`src/rtl/bridge_pkg.sv`:
```
package bridge_pkg;
    localparam int DATA_W = 8;

    typedef enum logic [1:0] {
        SEL_NONE = 2'd0,
        SEL_FIFO = 2'd1,
        SEL_STAT = 2'd2,
        SEL_TEST = 2'd3
    } sel_e;

    localparam int WADR_FIFO = 0;
    localparam int WADR_STAT = 1;
    localparam int WADR_TEST = 2;

    typedef struct packed {
        logic [DATA_W-1:0] scratch;
        logic [DATA_W-1:0] fwd;
        logic              rxf_prev;
        logic              irq;
    } top_st_t;
endpackage

```
`src/rtl/bridge_sync.sv`:
```
module bridge_sync #(
    parameter int             W       = 4,
    parameter logic [W-1:0]   RST_VAL = '0
) (
    input  logic         clk,
    input  logic         rst_n,
    input  logic [W-1:0] d_i,
    output logic [W-1:0] q_o
);
    typedef struct packed {
        logic [W-1:0] s1;
        logic [W-1:0] s2;
    } sync_st_t;

    sync_st_t st_d, st_q;

    always_comb begin
        st_d    = st_q;
        st_d.s1 = d_i;
        st_d.s2 = st_q.s1;
    end

    always_ff @(posedge clk or negedge rst_n) begin
        if (!rst_n) begin
            st_q <= '{s1: RST_VAL, s2: RST_VAL};
        end else begin
            st_q <= st_d;
        end
    end

    assign q_o = st_q.s2;
endmodule

```
`src/rtl/bridge_decode.sv`:
```
module bridge_decode
    import bridge_pkg::*;
#(
    parameter int ADDR_W = 7
) (
    input  logic [ADDR_W-1:0] addr_i,
    output sel_e              sel_o
);
    always_comb begin
        if (addr_i == ADDR_W'(WADR_FIFO)) begin
            sel_o = SEL_FIFO;
        end else if (addr_i == ADDR_W'(WADR_STAT)) begin
            sel_o = SEL_STAT;
        end else if (addr_i == ADDR_W'(WADR_TEST)) begin
            sel_o = SEL_TEST;
        end else begin
            sel_o = SEL_NONE;
        end
    end
endmodule

```
`src/rtl/bridge_strobe.sv`:
```
module bridge_strobe #(
    parameter int PULSE_CYC = 2
) (
    input  logic clk,
    input  logic rst_n,
    input  logic act_i,
    output logic start_o,
    output logic pulse_o
);
    localparam int CW = $clog2(PULSE_CYC + 1);

    typedef struct packed {
        logic          act;
        logic [CW-1:0] cnt;
    } strb_st_t;

    strb_st_t st_d, st_q;
    logic     start;

    assign start = act_i && !st_q.act;

    always_comb begin
        st_d     = st_q;
        st_d.act = act_i;
        if (start) begin
            st_d.cnt = CW'(PULSE_CYC);
        end else if (st_q.cnt != '0) begin
            st_d.cnt = st_q.cnt - 1'b1;
        end
    end

    always_ff @(posedge clk or negedge rst_n) begin
        if (!rst_n) begin
            st_q <= '0;
        end else begin
            st_q <= st_d;
        end
    end

    assign start_o = start;
    assign pulse_o = (st_q.cnt != '0);

    generate
        if (PULSE_CYC >= 2) begin : g_width_chk
            // a pulse, once raised, lasts at least two cycles
            assert_pulse_min_R3: assert property (@(posedge clk) disable iff (!rst_n)
                $rose(pulse_o) |=> pulse_o);
        end
    endgenerate

    // a pulse only starts after a fresh activation was seen
    assert_single_start_R8: assert property (@(posedge clk) disable iff (!rst_n)
        $rose(pulse_o) |-> $past(act_i));
endmodule

```
`src/rtl/membus_fifo_bridge.sv`:
```
module membus_fifo_bridge
    import bridge_pkg::*;
#(
    parameter int ADDR_W    = 7,
    parameter int PULSE_CYC = 2
) (
    input  logic              clk,
    input  logic              rst_n,
    input  logic              bus_cs_n,
    input  logic              bus_be_n,
    input  logic [ADDR_W-1:0] bus_addr,
    input  logic              bus_rd_n,
    input  logic              bus_wr_n,
    input  logic [7:0]        bus_wdata,
    output logic [7:0]        bus_rdata,
    input  logic              fifo_rxf_n,
    input  logic              fifo_txe,
    input  logic [7:0]        fifo_rdata,
    output logic [7:0]        fifo_wdata,
    output logic              fifo_rd_pulse,
    output logic              fifo_wr_pulse,
    input  logic              aux_board_id,
    input  logic              aux_vcc_out,
    input  logic              aux_reset_out,
    input  logic              aux_sleep,
    output logic              irq_pulse
);
    // synchronized vector: {cs_n, rd_n, wr_n, be_n, rxf_n, txe, addr, wdata}
    localparam int CTL_W  = 6;
    localparam int SYNC_W = CTL_W + ADDR_W + DATA_W;
    localparam logic [SYNC_W-1:0] SYNC_RST =
        {5'b11111, 1'b0, {(ADDR_W + DATA_W){1'b0}}};
    localparam int N_CH = 3;
    localparam int CH_RD = 0;
    localparam int CH_WF = 1;
    localparam int CH_WT = 2;

    logic [SYNC_W-1:0] sync_q;
    logic              cs_s, rd_s, wr_s, be_s, rxf_s, txe_s;
    logic [ADDR_W-1:0] addr_s;
    logic [DATA_W-1:0] wdata_s;
    sel_e              sel_raw, sel_s;
    logic [N_CH-1:0]   ch_act, ch_start, ch_pulse;
    top_st_t           st_d, st_q;
    logic [DATA_W-1:0] status_byte;

    bridge_sync #(.W(SYNC_W), .RST_VAL(SYNC_RST)) u_sync (
        .clk   (clk),
        .rst_n (rst_n),
        .d_i   ({bus_cs_n, bus_rd_n, bus_wr_n, bus_be_n, fifo_rxf_n, fifo_txe,
                 bus_addr, bus_wdata}),
        .q_o   (sync_q)
    );

    assign {cs_s, rd_s, wr_s, be_s, rxf_s, txe_s, addr_s, wdata_s} = sync_q;

    bridge_decode #(.ADDR_W(ADDR_W)) u_dec_raw (
        .addr_i (bus_addr),
        .sel_o  (sel_raw)
    );

    bridge_decode #(.ADDR_W(ADDR_W)) u_dec_sync (
        .addr_i (addr_s),
        .sel_o  (sel_s)
    );

    // access qualifiers in the clock domain
    always_comb begin
        ch_act        = '0;
        ch_act[CH_RD] = !cs_s && !be_s && !rd_s && (sel_s == SEL_FIFO);
        ch_act[CH_WF] = !cs_s && !be_s && !wr_s && (sel_s == SEL_FIFO);
        ch_act[CH_WT] = !cs_s && !be_s && !wr_s && (sel_s == SEL_TEST);
    end

    generate
        for (genvar c = 0; c < N_CH; c++) begin : g_ch
            bridge_strobe #(.PULSE_CYC(PULSE_CYC)) u_strobe (
                .clk     (clk),
                .rst_n   (rst_n),
                .act_i   (ch_act[c]),
                .start_o (ch_start[c]),
                .pulse_o (ch_pulse[c])
            );
        end
    endgenerate

    always_comb begin
        st_d          = st_q;
        st_d.rxf_prev = rxf_s;
        st_d.irq      = st_q.rxf_prev && !rxf_s;
        if (ch_start[CH_WT]) begin
            st_d.scratch = wdata_s;
        end
        if (ch_start[CH_WF]) begin
            st_d.fwd = wdata_s;
        end
    end

    always_ff @(posedge clk or negedge rst_n) begin
        if (!rst_n) begin
            st_q <= '{scratch: '0, fwd: '0, rxf_prev: 1'b1, irq: 1'b0};
        end else begin
            st_q <= st_d;
        end
    end

    assign status_byte = {txe_s, rxf_s, aux_board_id, aux_vcc_out,
                          aux_reset_out, aux_sleep, 2'b00};

    always_comb begin
        bus_rdata = '0;
        if (!bus_cs_n && !bus_be_n) begin
            case (sel_raw)
                SEL_FIFO: bus_rdata = fifo_rdata;
                SEL_STAT: bus_rdata = status_byte;
                SEL_TEST: bus_rdata = st_q.scratch;
                default:  bus_rdata = '0;
            endcase
        end
    end

    assign fifo_rd_pulse = ch_pulse[CH_RD];
    assign fifo_wr_pulse = ch_pulse[CH_WF];
    assign fifo_wdata    = st_q.fwd;
    assign irq_pulse     = st_q.irq;

    // read and write pulses are never driven together
    assert_rdwr_excl_R8: assert property (@(posedge clk) disable iff (!rst_n)
        !(fifo_rd_pulse && fifo_wr_pulse));

    // the interrupt lasts a single cycle
    assert_irq_single_R9: assert property (@(posedge clk) disable iff (!rst_n)
        irq_pulse |=> !irq_pulse);

    // an interrupt follows a synchronized low receive flag
    assert_irq_source_R9: assert property (@(posedge clk) disable iff (!rst_n)
        irq_pulse |-> $past(!rxf_s));

    // the scratch register moves only after a scratch write
    assert_scratch_hold_R7: assert property (@(posedge clk) disable iff (!rst_n)
        !$stable(st_q.scratch) |-> $past(ch_start[CH_WT]));
endmodule

```
`config.mk`:
```
export PLATFORM = sky130hd
export DESIGN_NAME = membus_fifo_bridge
export DESIGN_NICKNAME = d
export VERILOG_FILES = /design/src/rtl/bridge_pkg.sv /design/src/rtl/bridge_sync.sv /design/src/rtl/bridge_decode.sv /design/src/rtl/bridge_strobe.sv /design/src/rtl/membus_fifo_bridge.sv
export SDC_FILE = /design/constraint.sdc
export NUM_CORES = 1
export LEC_CHECK = 0
export BUFFER_PORTS_ARGS = -buffer_cell sky130_fd_sc_hd__buf_2
export CORE_UTILIZATION = 52
export DETAILED_ROUTE_END_ITERATION = 12
export PLACE_DENSITY = 0.85
export SLEW_MARGIN = 10
export SYNTH_ARGS = -nofsm -noshare
export SYNTH_HDL_FRONTEND = slang
export SYNTH_SLANG_ARGS = --single-unit
```
`constraint.sdc`:
```
create_clock -name clk -period 2.7 [get_ports clk]
set_input_delay 0.54 -clock clk [delete_from_list [all_inputs] [get_ports clk]]
set_output_delay 0.54 -clock clk [all_outputs]
set_load 0.02 [all_outputs]
```
# After elaboration in Yosys (flattened, before gate mapping)
# Cells that the tools add are included.
[classes]
n_addsub = 2
n_mul = 0
n_div = 0
n_lt_le_gt_ge = 0
n_eq_ne = 9
shift = 0
n_mux = 12
bitwise_logic = 0
n_reduce_logical = 27
[ops]
columns = ["op", "count"]
rows = [
  ["case mux 8 bit (3 select lines)", 1],
  ["2-to-1 mux 2 bit", 10],
  ["== test 7 x 1 -> 1 bit, second input constant", 2],
  ["== test 7 x 2 -> 1 bit, second input constant", 2],
  ["logical NOT 7 bit", 2],
  ["logical AND 1 bit", 11],
  ["logical NOT 1 bit", 10],
  ["2-to-1 mux 8 bit", 1],
  ["nonzero test 2 bit", 4],
  ["== test 2 bit, second input constant", 3],
  ["== test 2 x 1 -> 1 bit, second input constant", 2],
  ["subtractor 2 x 1 -> 2 bit, second input constant", 2],
]
[totals]
regBits = 67
latch_bits = 0
ram_bits = 0
rom_bits = 0
inputBits = 35
n_memories = 0

# Depth between registers and ports, before layout
[depth]
word_depth = 8
depth_mapped = 5

# By module
# From an unflattened synthesis, not the netlist that was laid out.
[unflattened]
cells_unflattened = 164
hier_area_um2 = 2498.6
[modules_own_cells]
columns = ["mod", "n_inst", "cells_each", "area_per_inst_um2", "seq_area_each_um2"]
rows = [
  ["bridge_sync", 1, 42, 1063.5, 1063.5],
  ["membus_fifo_bridge", 1, 78, 944.7, 451.7],
  ["bridge_strobe", 3, 12, 137.6, 75.1],
  ["bridge_decode", 2, 4, 38.8, 0.0],
]

# Worst setup path before layout
# No wires, ideal clock.
[synth_path]
path_type = "input to output"
startpoint = "input bus_addr[0]"
endpoint = "output bus_rdata[2]"
t_arrival_ps = 1644
required_ps = 2160
setup_slack_ps = 516
path_stages = 4
path_buffers = 1
path_cell_list = "clkbuf_1 mux2i_1 or2_2 a21oi_1"
[synth_via]
elab_chain_cells = 7
[synth_rtl]
columns = ["item", "line", "rtl"]
rows = [
  ["from (decl)", "membus_fifo_bridge.sv:11", "input logic [ADDR_W-1:0] bus_addr,"],
  ["== test 7 x 2 -> 1 bit", "bridge_decode.sv:14", "end else if (addr_i == ADDR_W'(WADR_TEST)) begin"],
  ["2-to-1 mux 2 bit", "bridge_decode.sv:14", ""],
  ["2-to-1 mux 2 bit", "bridge_decode.sv:12", "end else if (addr_i == ADDR_W'(WADR_STAT)) begin"],
  ["2-to-1 mux 2 bit *", "bridge_decode.sv:10", "if (addr_i == ADDR_W'(WADR_FIFO)) begin"],
  ["== test 2 bit / == test 2 x 1 -> 1 bit (equally long branches)", "membus_fifo_bridge.sv:113", "case (sel_raw)"],
  ["case mux 8 bit (3 select lines) *", "membus_fifo_bridge.sv:113", ""],
  ["2-to-1 mux 8 bit *", "membus_fifo_bridge.sv:112", "if (!bus_cs_n && !bus_be_n) begin"],
  ["to (decl)", "membus_fifo_bridge.sv:15", "output logic [7:0] bus_rdata,"],
]
# Mark *: on every way between the ends. The rest lies on a longest branch, timed or not.

# Final worst setup path
[layout_path]
startpoint = "input bus_addr[5]"
endpoint = "output bus_rdata[0]"
# Same word-level chain as after synthesis.

==> key figures <==
Cells and area
  – Multi-input gate area: 568 sq um
  – Area grow syn2layout: 21.2%
  – Antenna Cells: 0
  – Nets: around 250
  – Fillers: 326
  – Share of cells above drive strength 1: slightly above 50%
  – Final Util: about two thirds
  – Reg area: ~1700 sq um

STA
  – Final hold slack: approximately 0.24 ns
  – Minimum clock period: approximately 2.2 ns
  – Slew Viols, Final: 0
  – RSZ-0062 raised after global routing: no
  – Worst Tran Pin Value: around 0.66 ns
  – Fmax: roughly 0.45 GHz
  – Final setup skew: just over 0.01 ns
  – Fin. Hold Viols: 0
  – Setup WS post-layout: approximately 0.50 ns
  – Setup TNS: 0 ns
  – Final Setup Violations: 0
  – Slew headroom: roughly 56%
  – Final worst-path cycle share: approximately four fifths

Synth
  – Cell type with the highest aggregate area in the netlist: dfrtp_1
  – Flops & latches, synth: between 60 and 70
  – Most frequent cell after synthesis: dfrtp_1
  – EDFF count, synth: 0
  – Synth top cells by count: 56 x dfrtp_1, 16 x mux2_2, 11 x dfstp_2, 9 x mux2i_1
  – Post-Syn Area: roughly 2400 sq um
  – Share of the yosys chip area belonging to registers: between 70% and 80%
  – Top cells by area, synth: dfrtp_1 59%, dfstp_2 12%, mux2_2 7.6%
  – Syn_area_per_cell: 15.2 sq um
  – Synth top area share: between 50% and 60%
  – Post-synthesis cell type count: 24
  – Ys flop type: dfrtp_1
  – YS warnings: 0
  – Syn_nets: between 150 and 200
  – Post-synthesis instance total: 155
  – Synth async-reset ratio: 100%

Critical path
  – Crit-path slowest cell: nand3_1
  – Critical Path, Cell by Cell: buf_2 > nor4_1 > nand3_1 > nor3_1 > buf_2
  – Worst path max stage delay: ~0.32 ns
  – CP Data Required Time: 2.16 ns
  – Worst setup SP type: input port
  – Worst EP arrival: about 1.7 ns
  – Setup Crit Path Kind: input port to output port
  – CP Capture Type: output port
  – CP max FO: 8
  – Top cell by count, worst path: buf_2

Clock tree
  – # clock sinks: 67
  – H-tree Lvls: 3
  – Clock root buffer: clkbuf_8
  – Post-CTS sizing: 0
  – Clk buf depth: 2
  – Postcts setup bufs: 0
  – CTS clk-pin slew, worst paths: 0.08 ns
  – CTS buffer count: 9
  – CTS tree: yes
  – Clock latency on the worst-skew pair: ~0.33 ns
  – CTS Hold Buffers Added: 0

Power
  – Pwr Density: 795 nW/um^2
  – Net Switching: around 550 uW
  – Internal power: around 1700 uW
  – Peak VDD IR: between 0.4 and 0.5 mV
  – Switch share: approximately a quarter
  – Clock group share of total power: between 30% and 40%
  – Leak pwr: 0.00140 uW
  – Combinational share of power: a little under an eighth
  – Share of power burned in registers: between 40 and 50%

Die
  – Starting Density: 54.2%
  – DIE WIDTH: about 69 um
  – Core area: 4350 sq um
  – Die H: a little under 70 um
  – Row cnt: 24
  – Die area: 4810 sq um
  – I/O pin total: 54

Detailed routing
  – 1st-pass router iterations: 4
  – DR iter-0 viols: 48
  – Top Metal Used: met4
  – M1 WL: 1670 um
  – DRC viols: 0
  – Met2 wire len: between 1500 and 2000 um
  – Total wire length: around 3800 um
  – Drt wl/cell: about 14 um
  – Met3 Wirelength: 218 um
  – DR vias: about 1300
  – ANT nets after route: 0
  – Via density: about 4.9

GRT
  – Overall overflow remaining after global route: 0
  – Initial antenna violation count: 0
  – Largest net degree at the start of global routing: 40
  – First-pass GRT wire length: roughly 6500 um
  – Total GRT Usage: between 10% and 20%
  – Vias in the first global route: 1382

Placement
  – Dpl hpwl: between 2000 and 3000 um
  – Dpl ws: between 0.4 and 0.5 ns
  – GP Congestion: around 0.71
  – IO Port Bufs: 53

Min path
  – Min-delay worst type: input port to async pin

Run status
  – Status: completed

Run
  – Max-Cap Viols: 0
## cells by family after synthesis
| logic type | count (synthesis) | share of synthesized area, % |
|---|---|---|
| AO/OA/AOI/OAI | 8 | 1.91 |
| AND/OR/NAND/NOR | 32 | 8.90 |
| flip-flops | 67 | 71.6 |
| multiplexers | 25 | 11.4 |
| XOR/XNOR | 2 | 0.742 |
| adder cells (fa/ha/maj) | 2 | 1.06 |
| buffers and inverters | 19 | 4.35 |
## flip-flops by register name, indices dropped and copies added, names as in the netlist
register / count
fifo_wdata: 8
g_ch.u_strobe.st_q: 7
irq_pulse: 1
st_q: 9
u_sync.q_o: 21
u_sync.st_d: 21
## final timing paths
path,start,to,slack [ns],depth (start not counted)
max in group asynchronous,rst_n,u_sync.st_d[16],1.78,2
min reg2reg,u_sync.st_d[0],u_sync.q_o[0],0.35,0
min in group clk,bus_wdata[7],u_sync.st_d[7],0.30,1
max reg2reg,u_sync.q_o[12],st_q[10],0.57,3
max,bus_addr[5],bus_rdata[0],0.50,5
min,rst_n,u_sync.q_o[3],0.24,1
## through the flow
| step | power, uW | instance area [sq um] | cells |
|---|---|---|---|
| 5_1_grt | 2390 | 2860 | 266 |
| 6_report | 2280 | 2860 | 266 |
| 3_5_place_dp | 1410 | 2640 | 250 |
| 3_3_place_gp | 1390 | 2640 | 250 |
| 4_1_cts | 2310 | 2860 | 266 |
| 2_1_floorplan | 1310 | 2360 | 155 |
## layout by cell type (no fill, tap or decap), types with 2 or more instances in the layout
cell type,n
nor2b_1,2
mux2_2,16
ha_1,2
dfstp_2,11
a21oi_1,7
nor2_1,2
buf_2,53
mux2i_1,9
clkinvlp_4,3
clkbuf_8,9
nor4_1,2
dfrtp_1,56
xor2_1,2
nor4_4,2
nor3_1,5
bufinv_16,2
or2_2,8
inv_1,7
nand2_1,7
## layout make-up
class                   count  area share, %
multi-input cells          69           19.9
well taps                  52           2.27
repair buffers             55           10.2
inverters                   7          0.918
flip-flops and latches     67           59.1
clock buffers              10           4.46
clock inverters             6           3.19
## metal layers
metal / up-vias / track usage (%)
met4: 0 / 6.80
met2: 42 / 29.7
li1: 620 / -
met1: 640 / 22.2
met3: 2 / 8.72
met5: - / 0
## worst max-delay path: cells and delay by family
kind | cells | cell delay (ns)
simple gates | 3 | 0.82
buf+inv | 2 | 0.30
## power groups by stage
stage / combinational (uW) / clock, uW / sequential (uW)
detailed placement: 275 / 0 / 1130
CTS: 277 / 921 / 1120
global placement: 260 / 0 / 1130
global route: 310 / 955 / 1120
floorplan: 185 / 0 / 1130
finish: 269 / 892 / 1110
Note: power is estimated with default switching activity, not from simulation.
